[src/rtl/tile_xlat_pkg.sv]
// Shared types and small helpers for the tiled address translator.
// Assumes 4-byte pixels throughout.
package tile_xlat_pkg;

    typedef enum logic [1:0] {
        LAY_ROWMAJ = 2'd0,
        LAY_WIDE   = 2'd1,
        LAY_COLUMN = 2'd2,
        LAY_PERM   = 2'd3
    } layout_e;

    typedef enum logic [2:0] {
        FOLD_NONE     = 3'd0,
        FOLD_B9       = 3'd1,
        FOLD_B9_10    = 3'd2,
        FOLD_B9_11    = 3'd3,
        FOLD_B9_10_11 = 3'd4
    } fold_e;

    // Number of rows per tile, as a power of two, for the pitch multiply.
    function automatic logic [2:0] row_shift(layout_e lay);
        case (lay)
            LAY_WIDE:   return 3'd3;
            LAY_COLUMN: return 3'd5;
            LAY_PERM:   return 3'd5;
            default:    return 3'd0;
        endcase
    endfunction

    // Which of address bits 11..9 take part in the fold; [0] is bit 9.
    function automatic logic [2:0] fold_bits(logic [2:0] mode);
        case (mode)
            FOLD_B9:       return 3'b001;
            FOLD_B9_10:    return 3'b011;
            FOLD_B9_11:    return 3'b101;
            FOLD_B9_10_11: return 3'b111;
            default:       return 3'b000;
        endcase
    endfunction

endpackage

[src/rtl/tx_split.sv]
// Stage 1: splits the coordinate into a row-block index and an in-row
// offset term for the selected layout. All divisions are by powers of
// two, so this is wiring, small adds and the subtile bit exchange.
// Assumes Y_W >= 5 and X_W >= 5.
module tx_split
    import tile_xlat_pkg::*;
#(
    parameter int X_W     = 14,
    parameter int Y_W     = 14,
    parameter int PITCH_W = 18,
    parameter int OFS_W   = 40
) (
    input  logic               clk,
    input  logic               rst_n,
    input  logic               v_in,
    input  logic [X_W-1:0]     x_in,
    input  logic [Y_W-1:0]     y_in,
    input  logic [PITCH_W-1:0] pitch_in,
    input  layout_e            lay_in,
    input  logic [2:0]         fold_in,
    output logic               v_out,
    output logic [Y_W-1:0]     rowblk_out,
    output logic [OFS_W-1:0]   low_out,
    output logic [PITCH_W-1:0] pitch_out,
    output layout_e            lay_out,
    output logic [2:0]         fold_out,
    output logic               err_out
);
    localparam int XB_W = X_W + 2;

    logic [XB_W-1:0]  xb;
    logic [5:0]       sub_idx;
    logic [5:0]       sub_perm;
    logic [11:0]      in_tile;
    logic [Y_W-1:0]   rowblk_c;
    logic [OFS_W-1:0] low_c;
    logic             err_c;

    assign xb = {x_in, 2'b00};

    // Subtile index inside a permuted tile and its bit-2/bit-3 exchange.
    always_comb begin
        sub_idx  = {y_in[4:2], xb[6:4]};
        sub_perm = {sub_idx[5:4], sub_idx[2], sub_idx[3], sub_idx[1:0]};
        in_tile  = {sub_perm, y_in[1:0], xb[3:0]};
    end

    // Per-layout row block and in-row offset term.
    always_comb begin
        case (lay_in)
            LAY_WIDE: begin
                rowblk_c = y_in >> 3;
                low_c    = (OFS_W'(xb >> 9) << 12) + (OFS_W'(y_in[2:0]) << 9)
                         + OFS_W'(xb[8:0]);
            end
            LAY_COLUMN: begin
                rowblk_c = y_in >> 5;
                low_c    = (OFS_W'(xb >> 4) << 9) + (OFS_W'(y_in[4:0]) << 4)
                         + OFS_W'(xb[3:0]);
            end
            LAY_PERM: begin
                rowblk_c = y_in >> 5;
                low_c    = (OFS_W'(xb >> 7) << 12) + OFS_W'(in_tile);
            end
            default: begin
                rowblk_c = y_in;
                low_c    = OFS_W'(xb);
            end
        endcase
    end

    // Pitch must hold a whole number of tiles for the tiled layouts.
    always_comb begin
        case (lay_in)
            LAY_WIDE:   err_c = |pitch_in[8:0];
            LAY_COLUMN: err_c = |pitch_in[6:0];
            LAY_PERM:   err_c = |pitch_in[6:0];
            default:    err_c = 1'b0;
        endcase
    end

    // Valid flag register, cleared by reset.
    always_ff @(posedge clk) begin
        if (!rst_n) v_out <= 1'b0;
        else        v_out <= v_in;
    end

    // Data registers; contents only matter while the valid flag is set.
    always_ff @(posedge clk) begin
        rowblk_out <= rowblk_c;
        low_out    <= low_c;
        pitch_out  <= pitch_in;
        lay_out    <= lay_in;
        fold_out   <= fold_in;
        err_out    <= err_c;
    end

    p_split_reset_r9: assert property (@(posedge clk) !rst_n |=> !v_out)
        else $error("split stage valid survived reset");

    p_rowmaj_no_err_r8: assert property (@(posedge clk) disable iff (!rst_n)
        (v_in && lay_in == LAY_ROWMAJ) |=> (v_out && !err_out))
        else $error("row-major request flagged a pitch error");

endmodule

[src/rtl/tx_combine.sv]
// Stage 2: multiplies the row-block index by the pitch, scales by the
// tile height and adds the in-row term, giving the unfolded offset.
// Assumes the product fits in OFS_W bits.
module tx_combine
    import tile_xlat_pkg::*;
#(
    parameter int Y_W     = 14,
    parameter int PITCH_W = 18,
    parameter int OFS_W   = 40
) (
    input  logic               clk,
    input  logic               rst_n,
    input  logic               v_in,
    input  logic [Y_W-1:0]     rowblk_in,
    input  logic [OFS_W-1:0]   low_in,
    input  logic [PITCH_W-1:0] pitch_in,
    input  layout_e            lay_in,
    input  logic [2:0]         fold_in,
    input  logic               err_in,
    output logic               v_out,
    output logic [OFS_W-1:0]   ofs_out,
    output layout_e            lay_out,
    output logic [2:0]         fold_out,
    output logic               err_out
);
    logic [OFS_W-1:0] prod;
    logic [OFS_W-1:0] sum_c;

    // Row-block base scaled by the tile height, plus the in-row term.
    always_comb begin
        prod  = OFS_W'(rowblk_in) * OFS_W'(pitch_in);
        sum_c = (prod << row_shift(lay_in)) + low_in;
    end

    // Valid flag register, cleared by reset.
    always_ff @(posedge clk) begin
        if (!rst_n) v_out <= 1'b0;
        else        v_out <= v_in;
    end

    // Data registers for the unfolded offset and its side information.
    always_ff @(posedge clk) begin
        ofs_out  <= sum_c;
        lay_out  <= lay_in;
        fold_out <= fold_in;
        err_out  <= err_in;
    end

    p_combine_reset_r9: assert property (@(posedge clk) !rst_n |=> !v_out)
        else $error("combine stage valid survived reset");

endmodule

[src/rtl/tx_fold.sv]
// Stage 3: optionally XORs a chosen set of address bits 9..11 into
// bit 6 for the wide and column tiled layouts. The fold reads only the
// unfolded offset. Assumes OFS_W >= 12.
module tx_fold
    import tile_xlat_pkg::*;
#(
    parameter int OFS_W = 40
) (
    input  logic             clk,
    input  logic             rst_n,
    input  logic             v_in,
    input  logic [OFS_W-1:0] ofs_in,
    input  layout_e          lay_in,
    input  logic [2:0]       fold_in,
    input  logic             err_in,
    output logic             v_out,
    output logic [OFS_W-1:0] ofs_out,
    output logic             err_out
);
    localparam int NFOLD   = 3;
    localparam int FOLD_LO = 9;
    localparam int DST_BIT = 6;

    logic [NFOLD-1:0] en;
    logic [NFOLD-1:0] term;
    logic             fold_bit;
    logic [OFS_W-1:0] folded;

    // Fold applies only to the wide and column layouts.
    always_comb begin
        if (lay_in == LAY_WIDE || lay_in == LAY_COLUMN) en = fold_bits(fold_in);
        else                                            en = '0;
    end

    for (genvar k = 0; k < NFOLD; k++) begin : g_fold
        assign term[k] = en[k] & ofs_in[FOLD_LO + k];
    end

    // Combine the selected bits and flip bit 6.
    always_comb begin
        fold_bit = ^term;
        folded   = ofs_in ^ (OFS_W'(fold_bit) << DST_BIT);
    end

    // Valid flag register, cleared by reset.
    always_ff @(posedge clk) begin
        if (!rst_n) v_out <= 1'b0;
        else        v_out <= v_in;
    end

    // Output data registers.
    always_ff @(posedge clk) begin
        ofs_out <= folded;
        err_out <= err_in;
    end

    p_fold_reset_r9: assert property (@(posedge clk) !rst_n |=> !v_out)
        else $error("fold stage valid survived reset");

    p_only_bit6_r6: assert property (@(posedge clk) disable iff (!rst_n)
        v_in |=> ((ofs_out ^ $past(ofs_in)) & ~(OFS_W'(1) << DST_BIT)) == '0)
        else $error("fold altered a bit other than bit 6");

    p_no_fold_perm_r5: assert property (@(posedge clk) disable iff (!rst_n)
        (v_in && (lay_in == LAY_PERM || lay_in == LAY_ROWMAJ)) |=> ofs_out == $past(ofs_in))
        else $error("offset changed for a layout that must not fold (R1/R5)");

endmodule

[src/rtl/tile_addr_xlat.sv]
// Top of the tiled address translator: three register stages (split,
// combine, fold), one request per cycle, fixed three-cycle latency,
// no backpressure. Assumes 4-byte pixels and a pitch that is a whole
// number of tiles; otherwise the offset is undefined and flagged.
module tile_addr_xlat
    import tile_xlat_pkg::*;
#(
    parameter int X_W     = 14,
    parameter int Y_W     = 14,
    parameter int PITCH_W = 18,
    parameter int OFS_W   = 40
) (
    input  logic               clk,
    input  logic               rst_n,
    input  logic               req_valid,
    input  logic [X_W-1:0]     req_x,
    input  logic [Y_W-1:0]     req_y,
    input  logic [PITCH_W-1:0] req_pitch,
    input  logic [1:0]         req_layout,
    input  logic [2:0]         req_fold,
    output logic               rsp_valid,
    output logic [OFS_W-1:0]   rsp_offset,
    output logic               rsp_pitch_err
);
    logic               s1_v, s2_v;
    logic [Y_W-1:0]     s1_rowblk;
    logic [OFS_W-1:0]   s1_low, s2_ofs;
    logic [PITCH_W-1:0] s1_pitch;
    layout_e            s1_lay, s2_lay;
    logic [2:0]         s1_fold, s2_fold;
    logic               s1_err, s2_err;

    tx_split #(.X_W(X_W), .Y_W(Y_W), .PITCH_W(PITCH_W), .OFS_W(OFS_W)) u_split (
        .clk(clk), .rst_n(rst_n),
        .v_in(req_valid), .x_in(req_x), .y_in(req_y), .pitch_in(req_pitch),
        .lay_in(layout_e'(req_layout)), .fold_in(req_fold),
        .v_out(s1_v), .rowblk_out(s1_rowblk), .low_out(s1_low),
        .pitch_out(s1_pitch), .lay_out(s1_lay), .fold_out(s1_fold), .err_out(s1_err)
    );

    tx_combine #(.Y_W(Y_W), .PITCH_W(PITCH_W), .OFS_W(OFS_W)) u_combine (
        .clk(clk), .rst_n(rst_n),
        .v_in(s1_v), .rowblk_in(s1_rowblk), .low_in(s1_low), .pitch_in(s1_pitch),
        .lay_in(s1_lay), .fold_in(s1_fold), .err_in(s1_err),
        .v_out(s2_v), .ofs_out(s2_ofs), .lay_out(s2_lay), .fold_out(s2_fold),
        .err_out(s2_err)
    );

    tx_fold #(.OFS_W(OFS_W)) u_fold (
        .clk(clk), .rst_n(rst_n),
        .v_in(s2_v), .ofs_in(s2_ofs), .lay_in(s2_lay), .fold_in(s2_fold),
        .err_in(s2_err),
        .v_out(rsp_valid), .ofs_out(rsp_offset), .err_out(rsp_pitch_err)
    );

    // Cycles since reset, saturating, so the latency check never looks
    // back past reset.
    logic [1:0] warm;
    always_ff @(posedge clk) begin
        if (!rst_n)            warm <= '0;
        else if (warm != 2'd3) warm <= warm + 2'd1;
    end

    p_latency_r7: assert property (@(posedge clk) disable iff (!rst_n)
        (warm == 2'd3) |-> (rsp_valid == $past(req_valid, 3)))
        else $error("result valid does not follow request by three cycles");

    p_aligned_r11: assert property (@(posedge clk) disable iff (!rst_n)
        (rsp_valid && !rsp_pitch_err) |-> (rsp_offset[1:0] == 2'b00))
        else $error("offset not 4-byte aligned");

endmodule

[config.mk]
export PLATFORM = sky130hd
export DESIGN_NAME = tile_addr_xlat
export DESIGN_NICKNAME = d
export VERILOG_FILES = /design/src/rtl/tile_xlat_pkg.sv /design/src/rtl/tx_split.sv /design/src/rtl/tx_combine.sv /design/src/rtl/tx_fold.sv /design/src/rtl/tile_addr_xlat.sv
export SDC_FILE = /design/constraint.sdc
export NUM_CORES = 1
export LEC_CHECK = 0
export CORE_ASPECT_RATIO = 1.2
export CORE_MARGIN = 1.5
export CORE_UTILIZATION = 50
export CTS_CLUSTER_DIAMETER = 60
export DETAILED_ROUTE_END_ITERATION = 6
export DONT_BUFFER_PORTS = 1
export SLEW_MARGIN = 10
export SYNTH_ARGS = -nofsm -noshare
export SYNTH_HDL_FRONTEND = slang
export SYNTH_SLANG_ARGS = --single-unit
export TNS_END_PERCENT = 10
[constraint.sdc]
create_clock -name clk -period 8.75 [get_ports clk]
set_input_delay 1.3125 -clock clk [delete_from_list [all_inputs] [get_ports clk]]
set_output_delay 1.3125 -clock clk [all_outputs]
set_load 0.1 [all_outputs]
After elaboration in Yosys (flattened, before gate mapping)
Cells that the tools add are included.
Operators by class
  $add $sub $neg: 6
  multiply operators: 1
  equal/unequal tests: 12
  shift-type cells: 1
  muxes and demuxes: 6
  bitwise logic cells: 4
  reduce and logical (&&, ||, !) cells: 6
Operators with widths (count)
  $pmux W40 S3: 1
  $add A40 B4 Y40: 1
  $add A40 B40 Y40: 1
  $add A40 B9 Y40: 1
  $shl A32 B3 Y40: 1
  $xor A40 B7 Y40: 1
  $mul A14 B18 Y32: 1
  $pmux W14 S2: 1
  $add A21 B12 Y22: 1
  $add A21 B9 Y22: 1
  $add A19 B12 Y20: 1
  $pmux W3 S4: 1
  $eq A2 B2 Y1 const B: 5
  $reduce_or A9 Y1: 1
  $reduce_or A7 Y1: 1
  $eq A2 B1 Y1 const B: 3
  $eq A3 B2 Y1 const B: 2
  $pmux W3 S2: 1
  $reduce_or A2 Y1: 2
  $and A1 B1 Y1: 3
  $eq A3 B1 Y1 const B: 1
  $eq A3 B3 Y1 const B: 1
  $mux W3: 1
  $reduce_xor A3 Y1: 1
  2 further kinds: 2
Word-level totals
  register bits after elaboration: 168
  bits of input ports: 54
  output and inout bits: 42
  logic and storage cells: 51

Depth between registers and ports, before layout
Gate-level depths: netlist (run 1).
  word-level depth: 6
  depth in mapped cells: 35
  depth with buffers taken out: 32

Modules after synthesis
Synthesis (run 1) repeated with hierarchy kept, for this count alone.
Unflattened totals
  cell total of the unflattened synthesis: 1664
  area, all modules: 14956.8 um^2
Modules (own cells, without submodules)
  tx_combine: instances 1, cells an instance 1445, area an instance 12067.8 um^2
  tx_split: instances 1, cells an instance 162, area an instance 1926.8 um^2
  tx_fold: instances 1, cells an instance 57, area an instance 962.2 um^2

Worst setup path after synthesis (run 1)
Ideal clock, no wire load.
  path kind: register -> register
  start point: reg u_split.rowblk_out[5]
  end point: reg u_combine.ofs_out[34]
  library setup time: 118 ps
  data arrival time: 7556 ps
  slack: 1075 ps
  stages on the path, launching flop included: 33
  buffers on the path: 3
  path through: dfxtp_1 > clkbuf_1 > clkbuf_1 > nand2_1 > fa_1 > fa_1 > fa_1 > inv_1 > fa_1 > fa_1 > inv_1 > fa_1 > inv_1 > ha_1 > buf_2 > a21oi_1 > o21ai_0 > a21oi_1 > nand2_1 > xor2_1 > mux2i_1 > o21ai_0 > ha_1 > and3_1 > nand3_1 > a211oi_1 > o2111ai_1 > a21bo_2 > a21boi_0 > o211a_4 > and4_4 > nand4_1 > xnor2_1
On the way
  word-level cells in the longest chain between the ends: 3
Ends and longest elaborated chain
  from (decl): RTL line tx_split.sv:22  | output logic [Y_W-1:0] rowblk_out,
  from (signal assigned): RTL line tx_split.sv:90  | rowblk_out <= rowblk_c;
  $mul A14 B18 Y32: RTL line tx_combine.sv:31  | prod = OFS_W'(rowblk_in) * OFS_W'(pitch_in);
  $shl A32 B3 Y40: RTL line tx_combine.sv:32  | sum_c = (prod << row_shift(lay_in)) + low_in;
  $add A40 B40 Y40: RTL line tx_combine.sv:32
  named net u_combine.sum_c[34]: RTL line tx_combine.sv:27  | logic [OFS_W-1:0] sum_c;
  to (signal assigned): RTL line tx_combine.sv:43  | ofs_out <= sum_c;
  to (decl): RTL line tx_combine.sv:21  | output logic [OFS_W-1:0] ofs_out,
The timed path passes the listed nets, and every way through them passes these cells.
A chain may end at the register's enable or synchronous reset.

Final worst setup path (run 1)
  start point: reg u_split.rowblk_out[6]
  end point: reg u_combine.ofs_out[34]
Same word-level chain as after synthesis.

==> flow_summary.json, run 1 <==
{
  "report.final.slew_viol_count": 0,
  "synthArstFlopShare_pct": 0,
  "postSynthCellCount": 1562,
  "finalSetupTns_ns": 0,
  "synth-edff-count": 0,
  "worst_setup_path_start_kind": "flop",
  "critPathMostFrequentCell": "fa_1",
  "reg2reg_from": "u_split.rowblk_out[6]$_DFF_P_",
  "drt_iter0_markers": 711,
  "holdPathStages": 0,
  "fp.dieW_um": 156.8,
  "hpwl_mm": 31.52,
  "antenna_found_initial": 0,
  "gp_congestion": 0.9165,
  "arrival_ns": 8.65,
  "final.setup.worst_slack_ns": 0.4210,
  "first_pass_iters": 5,
  "critPathSlowestCell": "dfxtp_1",
  "syn_avg_cell_area_um2": 9.082,
  "cts.clk_slew.worst_paths_ns": 0.08,
  "grt_pass1_wl_mm": 59.79,
  "hold_viol_final": 0,
  "final_nets": 1905,
  "worstHoldStart": "u_combine.ofs_out[7]$_DFF_P_",
  "yosysUniqueCellTypes": 79,
  "num_vias": 10650,
  "rsz0062_at_grt": "no",
  "worstPathRequired_ns": 9.07,
  "die_area_um2": 29400,
  "cts_buffers": 17,
  "cts_buffer_depth": 2,
  "portBuffers": 0,
  "cap_violations": 0,
  "initial_utilization_pct": 50.82,
  "syn_area_um2": 14190,
  "antenna_cells": 0,
  "cts.sinks": 147,
  "fin_skew_ns": 0.02920,
  "via_per_inst": 5.496,
  "die_h_um": 187.5,
  "htree_num_levels": 4,
  "cp_slowest_stage_delay_ns": 0.66,
  "rows": 67,
  "fin_crit_ns": 8.329,
  "fmax_ghz": 0.1201,
  "post_drt_wl_per_cell_um": 19.75,
  "wl_mm": 38.26,
  "period_share_pct": 95.19,
  "status": "complete, no violations",
  "tightest_slew_ns": 0.9717,
  "cts_tree": "done",
  "final-setup-viol-count": 0,
  "ys_warn_count": 0,
  "pre_cts_ws_ns": 0.1855,
  "startpoint": "u_split.rowblk_out[6]$_DFF_P_",
  "grt_pass1_vias": 10900,
  "grt_overflow": 0,
  "reg2regPathDepth": 29,
  "track_usage_pct": 27.17,
  "path_max_fanout": 10,
  "grt_start_max_net_pins": 58,
  "cts_root_buf": "clkbuf_16",
  "ys_seq_area_share_pct": 20.74,
  "worstSetupPathType": "reg2reg",
  "antenna_left": 0,
  "ys_seq_elements": 147,
  "hold_buffers": 0,
  "area.growth.synth_to_final_pct": 7.946,
  "holdCritPathClass": "reg2reg",
  "ioPinCount": 96,
  "route.detailed.drc": 0,
  "final_layout_size_suffix_gt1_share_pct": 7.574,
  "clock_latency_ns": 0.45,
  "core-area_um2": 27920,
  "relSlewSlack_pct": 35.13,
  "cp-end-kind": "flop",
  "synth_ff_type": "dfxtp_1"
}
## kinds of logic (layout without fill, tap and decap cells)
logic type / count (synthesis) / after routing / share of synthesized area [%]
buffers and inverters: 288 / 283 / 7.814
muxes: 30 / 30 / 2.425
and+or+nand+nor: 498 / 498 / 17.21
adders and majority gates: 306 / 306 / 37.04
AOI/OAI and AO/OA: 237 / 237 / 11.29
xor gates and xnor gates: 55 / 55 / 3.449
other: 1 / 2 / 0.02643
DFF: 147 / 147 / 20.74
## worst paths after layout
check,endpoint,slack (ns)
setup / recovery,u_combine.ofs_out[34]$_DFF_P_,0.42
hold / removal,u_fold.ofs_out[7]$_DFF_P_,0.32
setup reg to reg,u_combine.ofs_out[34]$_DFF_P_,0.42
hold reg to reg,u_fold.ofs_out[7]$_DFF_P_,0.32
## registers in the layout (all words and copies together) (netlist names)
name and cells:
u_combine.v_out 1, u_split.lay_out 2, u_split.pitch_out 18, u_combine.ofs_out 40
u_combine.err_out 1, u_split.err_out 1, u_fold.err_out 1, u_fold.v_out 1
u_split.v_out 1, u_split.rowblk_out 14, u_combine.fold_out 3, u_split.low_out 19
u_combine.lay_out 2, u_split.fold_out 3, u_fold.ofs_out 40
## cells in the final DEF (no fill, tap or decap), types with 11 or more instances in the layout
cell,n
mux2i_1,22
o21ai_0,53
xnor2_1,32
a21o_1,19
nor3_1,12
ha_1,114
buf_4,33
xor2_1,19
and3_1,11
nand4_1,14
and2_1,124
dfxtp_1,141
clkbuf_16,17
inv_1,217
fa_1,190
a21oi_1,68
nand2_1,233
nor2_1,48
## critical path: cells and delay by family (launching register included)
family | cells | cell delay, ns
DFF | 1 | 0.66
adders and majority gates | 8 | 3.73
AOI/OAI and AO/OA | 6 | 1.38
xor gates and xnor gates | 2 | 0.45
buffers and inverters | 3 | 0.14
and+or+nand+nor | 9 | 1.69
muxes | 1 | 0.11
## per-layer routing
metal / GRT usage (%) / share of wire [%] / up-vias
met5: 0 / 0 / -
met4: 14.29 / 5.2 / 0
met3: 3.004 / 3.9 / 102
met2: 47.91 / 50 / 354
met1: 32.24 / 41 / 5195
li1: - / - / 4994
## stage by stage
stage	util [%]	instances	area, µm²	hold slack, ns
finish	54.86	1937	15310	0.3219
global route	54.86	1937	15310	0.3249
floorplan	-	1563	14190	0.3096
CTS	54.65	1936	15250	0.3206
detailed placement	52.41	1904	14630	0.3121
global placement	52.41	1904	14630	0.3102
## layout make-up
cell class,count,area [µm²]
fill,2589,12600
multi-input combinational,1128,10180
sequential,147,2950
inverter,217,814.5
tap,379,474.2
clock buffer,17,425.4
timing repair buffer,34,267.8
clock inverter,15,198.9
## synthesized netlist by cell type (14+ instances only)
master    instances  area share (%)
xnor2_1          33             2.0
and2_1          124             5.5
o21ai_0          55             1.9
a21oi_1          69             2.4
nand2_1         233             6.2
nor2_1           48             1.3
clkbuf_1         56             1.5
ha_1            116              10
nand4_1          14            0.62
dfxtp_1         147              21
xor2_1           21             1.3
inv_1           217             5.7
fa_1            190              27
mux2i_1          22             1.6
a21o_1           19             1.0
## repair_timing
action                                  4_1_cts  5_1_grt
resized for setup                             0       17
buffers inserted                              0        1
endpoints found under the setup margin        0       14
Power of run 1 is not shown: default switching activity piles up to over one toggle a cycle in this logic, so the estimate is an artifact.
==> inputs of run 2 (changes only) <==
clock period = 10.3 ns   (was 8.75 ns; I/O delays follow)
==> run 2 against run 1 <==
Wire length fell by 4.0%. Critical path depth did not move. First-iteration DRC count fell by 16%. Hold slack got worse by 0.0035 ns. Critical path type unchanged. Largest cell class unchanged.
==> flow_summary.json, run 2 (synthesized netlist as in run 1, its figures left out) <==
{
  "status": "complete, no violations",
  "drt_iter0_markers": 596,
  "ioPinCount": 96,
  "final_layout_size_suffix_gt1_share_pct": 5.095,
  "rsz0062_at_grt": "no",
  "period_share_pct": 85.56,
  "core-area_um2": 27920,
  "fill_cells": 2573,
  "report.final.slew_viol_count": 0,
  "portBuffers": 0,
  "fin_skew_ns": 0.02725,
  "seqCellArea_um2": 2943,
  "antenna_found_initial": 0,
  "cts_buffer_depth": 2,
  "worstSetupPathType": "reg2reg",
  "route.detailed.drc": 0,
  "path_max_fanout": 18,
  "antenna_left": 0,
  "holdCritPathClass": "reg2reg",
  "initial_utilization_pct": 50.82,
  "reg_top3": "u_combine.ofs_out: 40 flops, u_fold.ofs_out: 40 flops, u_split.low_out: 19 flops",
  "grt_overflow": 0,
  "antenna_cells": 0,
  "num_vias": 10500,
  "track_usage_pct": 26.47,
  "pre_cts_ws_ns": 1.594,
  "cts_buffers": 17,
  "tightest_slew_ns": 0.9794,
  "holdWs_ns": 0.3185,
  "fin_crit_ns": 8.813,
  "critPathSlowestCell": "dfxtp_1",
  "cap_violations": 0,
  "via_per_inst": 5.498,
  "cts_tree": "done",
  "arrival_ns": 9.14,
  "wl_mm": 36.75,
  "relSlewSlack_pct": 34.62,
  "critPathMostFrequentCell": "fa_1",
  "cts.sinks": 147,
  "worst_setup_path_start_kind": "flop",
  "hpwl_mm": 29.78,
  "cp-end-kind": "flop",
  "cts.clk_slew.worst_paths_ns": 0.06,
  "post_drt_wl_per_cell_um": 19.24,
  "finalSetupTns_ns": 0,
  "die_h_um": 187.5,
  "final_nets": 1878,
  "fp.dieW_um": 156.8,
  "fmax_ghz": 0.1135,
  "cts_root_buf": "clkbuf_16",
  "first_pass_iters": 5,
  "layout_commonest_cell": "nand2_1",
  "cp_slowest_stage_delay_ns": 0.82,
  "rows": 67,
  "clock_latency_ns": 0.45,
  "layout_common_cells": "nand2_1, inv_1, fa_1, dfxtp_1, and2_1",
  "hold_viol_final": 0,
  "hold_buffers": 0,
  "final.setup.worst_slack_ns": 1.487,
  "grt_start_max_net_pins": 58,
  "fin_util_pct": 53.93,
  "grt_pass1_vias": 11070,
  "htree_num_levels": 4,
  "cts_resized": 0,
  "worstPathRequired_ns": 10.62,
  "die_area_um2": 29400,
  "grt_pass1_wl_mm": 59.06,
  "cts_setup_buffers": 0,
  "multiInputGateArea_um2": 10140,
  "area.growth.synth_to_final_pct": 6.130,
  "final-setup-viol-count": 0,
  "gp_congestion": 0.9315
}
-- run 2: final cells by class --
class | instances | share of cell area, %
timing repair buffer | 7 | 0.3490
clock inverter | 15 | 1.380
clock buffer | 17 | 2.826
multi-input combinational | 1128 | 67.34
sequential | 147 | 19.55
tap | 379 | 3.150
inverter | 217 | 5.410
-- run 2: critical path, delay by kind of cell (launching register included) --
kind / cells / cell delay, ns
simple gates: 6 / 0.96
fa+ha+maj: 8 / 3.73
flops: 1 / 0.82
buf+inv: 3 / 0.14
xor+xnor: 1 / 0.45
mux: 2 / 0.29
compound gates: 9 / 2.27
-- run 2: final timing paths --
kind	startpoint	to	slack, ns	depth (start not counted)
max	u_split.rowblk_out[5]$_DFF_P_	u_combine.ofs_out[36]$_DFF_P_	1.49	29
min	u_combine.ofs_out[28]$_DFF_P_	u_fold.ofs_out[28]$_DFF_P_	0.32	0
max reg2reg	u_split.rowblk_out[5]$_DFF_P_	u_combine.ofs_out[36]$_DFF_P_	1.49	29
min reg2reg	u_combine.ofs_out[28]$_DFF_P_	u_fold.ofs_out[28]$_DFF_P_	0.32	0
-- run 2: routing by layer --
metal,vias to the layer above,wire length [µm],GRT usage [%]
li1,4948,-,-
met1,5146,15280,31.90
met2,320,18600,46.83
met3,88,1425,3.975
met4,0,1437,10.73
met5,-,0,0
-- run 2: through the flow --
stage | cells | instance area [µm²]
finish | 1910 | 15060
global route | 1910 | 15060
CTS | 1910 | 15060
detailed placement | 1878 | 14420
global placement | 1878 | 14420
floorplan | 1563 | 14190
Power of run 2 is left out for the same reason.
==> inputs of run 3 (changes only) <==
CORE_UTILIZATION = 30   (was 50)
SLEW_MARGIN = unset   (was 10)
clock period = 10 ns   (was 10.3 ns; I/O delays follow)
==> run 3 against run 2 <==
Global-route usage decreased by 10 points. Register-to-register slack got worse by 0.24 ns. Sequential share of layout area decreased by 0.30 points. Clock-buffer cell count increased by 3. Wire length increased by 3.5%. Design area increased by 1.6%. Largest cell class unchanged.
==> flow_summary.json, run 3 (synthesized netlist as in run 1, its figures left out) <==
{
  "status": "complete, no violations",
  "portBuffers": 0,
  "post_drt_wl_per_cell_um": 17.67,
  "fmax_ghz": 0.1143,
  "via_per_inst": 4.894,
  "cp-end-kind": "flop",
  "drt_iter0_markers": 573,
  "final_nets": 1876,
  "grt_pass1_wl_mm": 60.89,
  "die_h_um": 241.2,
  "finalSetupTns_ns": 0,
  "holdWs_ns": 0.3249,
  "cts_buffer_depth": 2,
  "seqCellArea_um2": 2943,
  "ioPinCount": 96,
  "layout_common_cells": "nand2_1, inv_1, fa_1, dfxtp_1, and2_1",
  "cts_buffers": 17,
  "initial_utilization_pct": 30.31,
  "cts_tree": "done",
  "area.growth.synth_to_final_pct": 7.779,
  "rsz0062_at_grt": "no",
  "wl_mm": 38.03,
  "cts_setup_buffers": 0,
  "final_layout_size_suffix_gt1_share_pct": 4.905,
  "critPathSlowestCell": "dfxtp_1",
  "grt_start_max_net_pins": 58,
  "final-setup-viol-count": 0,
  "core-area_um2": 46810,
  "antenna_cells": 0,
  "antenna_found_initial": 2,
  "htree_num_levels": 4,
  "clock_latency_ns": 0.43,
  "reg_top3": "u_combine.ofs_out: 40 flops, u_fold.ofs_out: 40 flops, u_split.low_out: 19 flops",
  "worst_setup_path_start_kind": "flop",
  "cp_slowest_stage_delay_ns": 0.53,
  "path_max_fanout": 14,
  "cts_resized": 0,
  "antenna_left": 0,
  "layout_commonest_cell": "nand2_1",
  "grt_pass1_vias": 11070,
  "fin_util_pct": 32.67,
  "track_usage_pct": 16.14,
  "rows": 87,
  "relSlewSlack_pct": 32.74,
  "finalInstanceArea_um2": 15290,
  "fill_cells": 4893,
  "tightest_slew_ns": 0.9997,
  "grt_overflow": 0,
  "hold_viol_final": 0,
  "hold_buffers": 0,
  "holdCritPathClass": "reg2reg",
  "num_vias": 10530,
  "worstSetupPathType": "reg2reg",
  "gp_congestion": 0.8846,
  "die_area_um2": 48610,
  "fin_skew_ns": 0.004815,
  "cts.clk_slew.worst_paths_ns": 0.06,
  "cap_violations": 0,
  "cts.sinks": 147,
  "report.final.slew_viol_count": 0,
  "route.detailed.drc": 0,
  "period_share_pct": 87.52,
  "hpwl_mm": 30.57,
  "arrival_ns": 9.07,
  "place_area_um2": 14710,
  "fin_crit_ns": 8.752,
  "fp.dieW_um": 201.5,
  "cts_root_buf": "clkbuf_16",
  "multiInputGateArea_um2": 10140,
  "worstPathRequired_ns": 10.32,
  "first_pass_iters": 7
}
## run 3: layout make-up
class,count,area share [%]
clock inverters,12,0.7856
repair buffers,5,0.2455
multi-input cells,1128,66.31
inverters,217,5.327
flip-flops and latches,147,19.25
well taps,623,5.098
clock buffers,20,2.987
## run 3: through the flow
stage | setup slack, ns | std cells
floorplan | 2.325 | 1563
global placement | 1.316 | 2120
detailed placement | 1.307 | 2120
CTS | 1.280 | 2152
global route | 0.7028 | 2152
finish | 1.248 | 2152
## run 3: routing by layer
metal	track usage, %	wire length (µm)	vias up	share of wire (%)
li1	-	-	4939	-
met1	20.17	16830	5281	44
met2	27.90	18460	237	49
met3	2.408	1468	73	3.9
met4	6.671	1255	2	3.3
met5	0	13	-	0.034
## run 3: critical path: cells and delay by family (launching register included)
family | cells | cell delay, ns
adder cells (fa/ha/maj) | 8 | 3.73
AO/OA/AOI/OAI | 9 | 2.20
AND/OR/NAND/NOR | 6 | 1.13
XOR/XNOR | 2 | 0.61
flip-flops | 1 | 0.53
buffers and inverters | 6 | 0.29
multiplexers | 1 | 0.13
## run 3: worst paths after layout
check                                start                       endpoint  slack (ns)  depth (start not counted)
max           u_split.pitch_out[5]$_DFF_P_  u_combine.ofs_out[34]$_DFF_P_        1.25                         32
min          u_combine.ofs_out[24]$_DFF_P_     u_fold.ofs_out[24]$_DFF_P_        0.32                          0
max reg2reg   u_split.pitch_out[5]$_DFF_P_  u_combine.ofs_out[34]$_DFF_P_        1.25                         32
min reg2reg  u_combine.ofs_out[24]$_DFF_P_     u_fold.ofs_out[24]$_DFF_P_        0.32                          0
Power of run 3 is left out for the same reason.
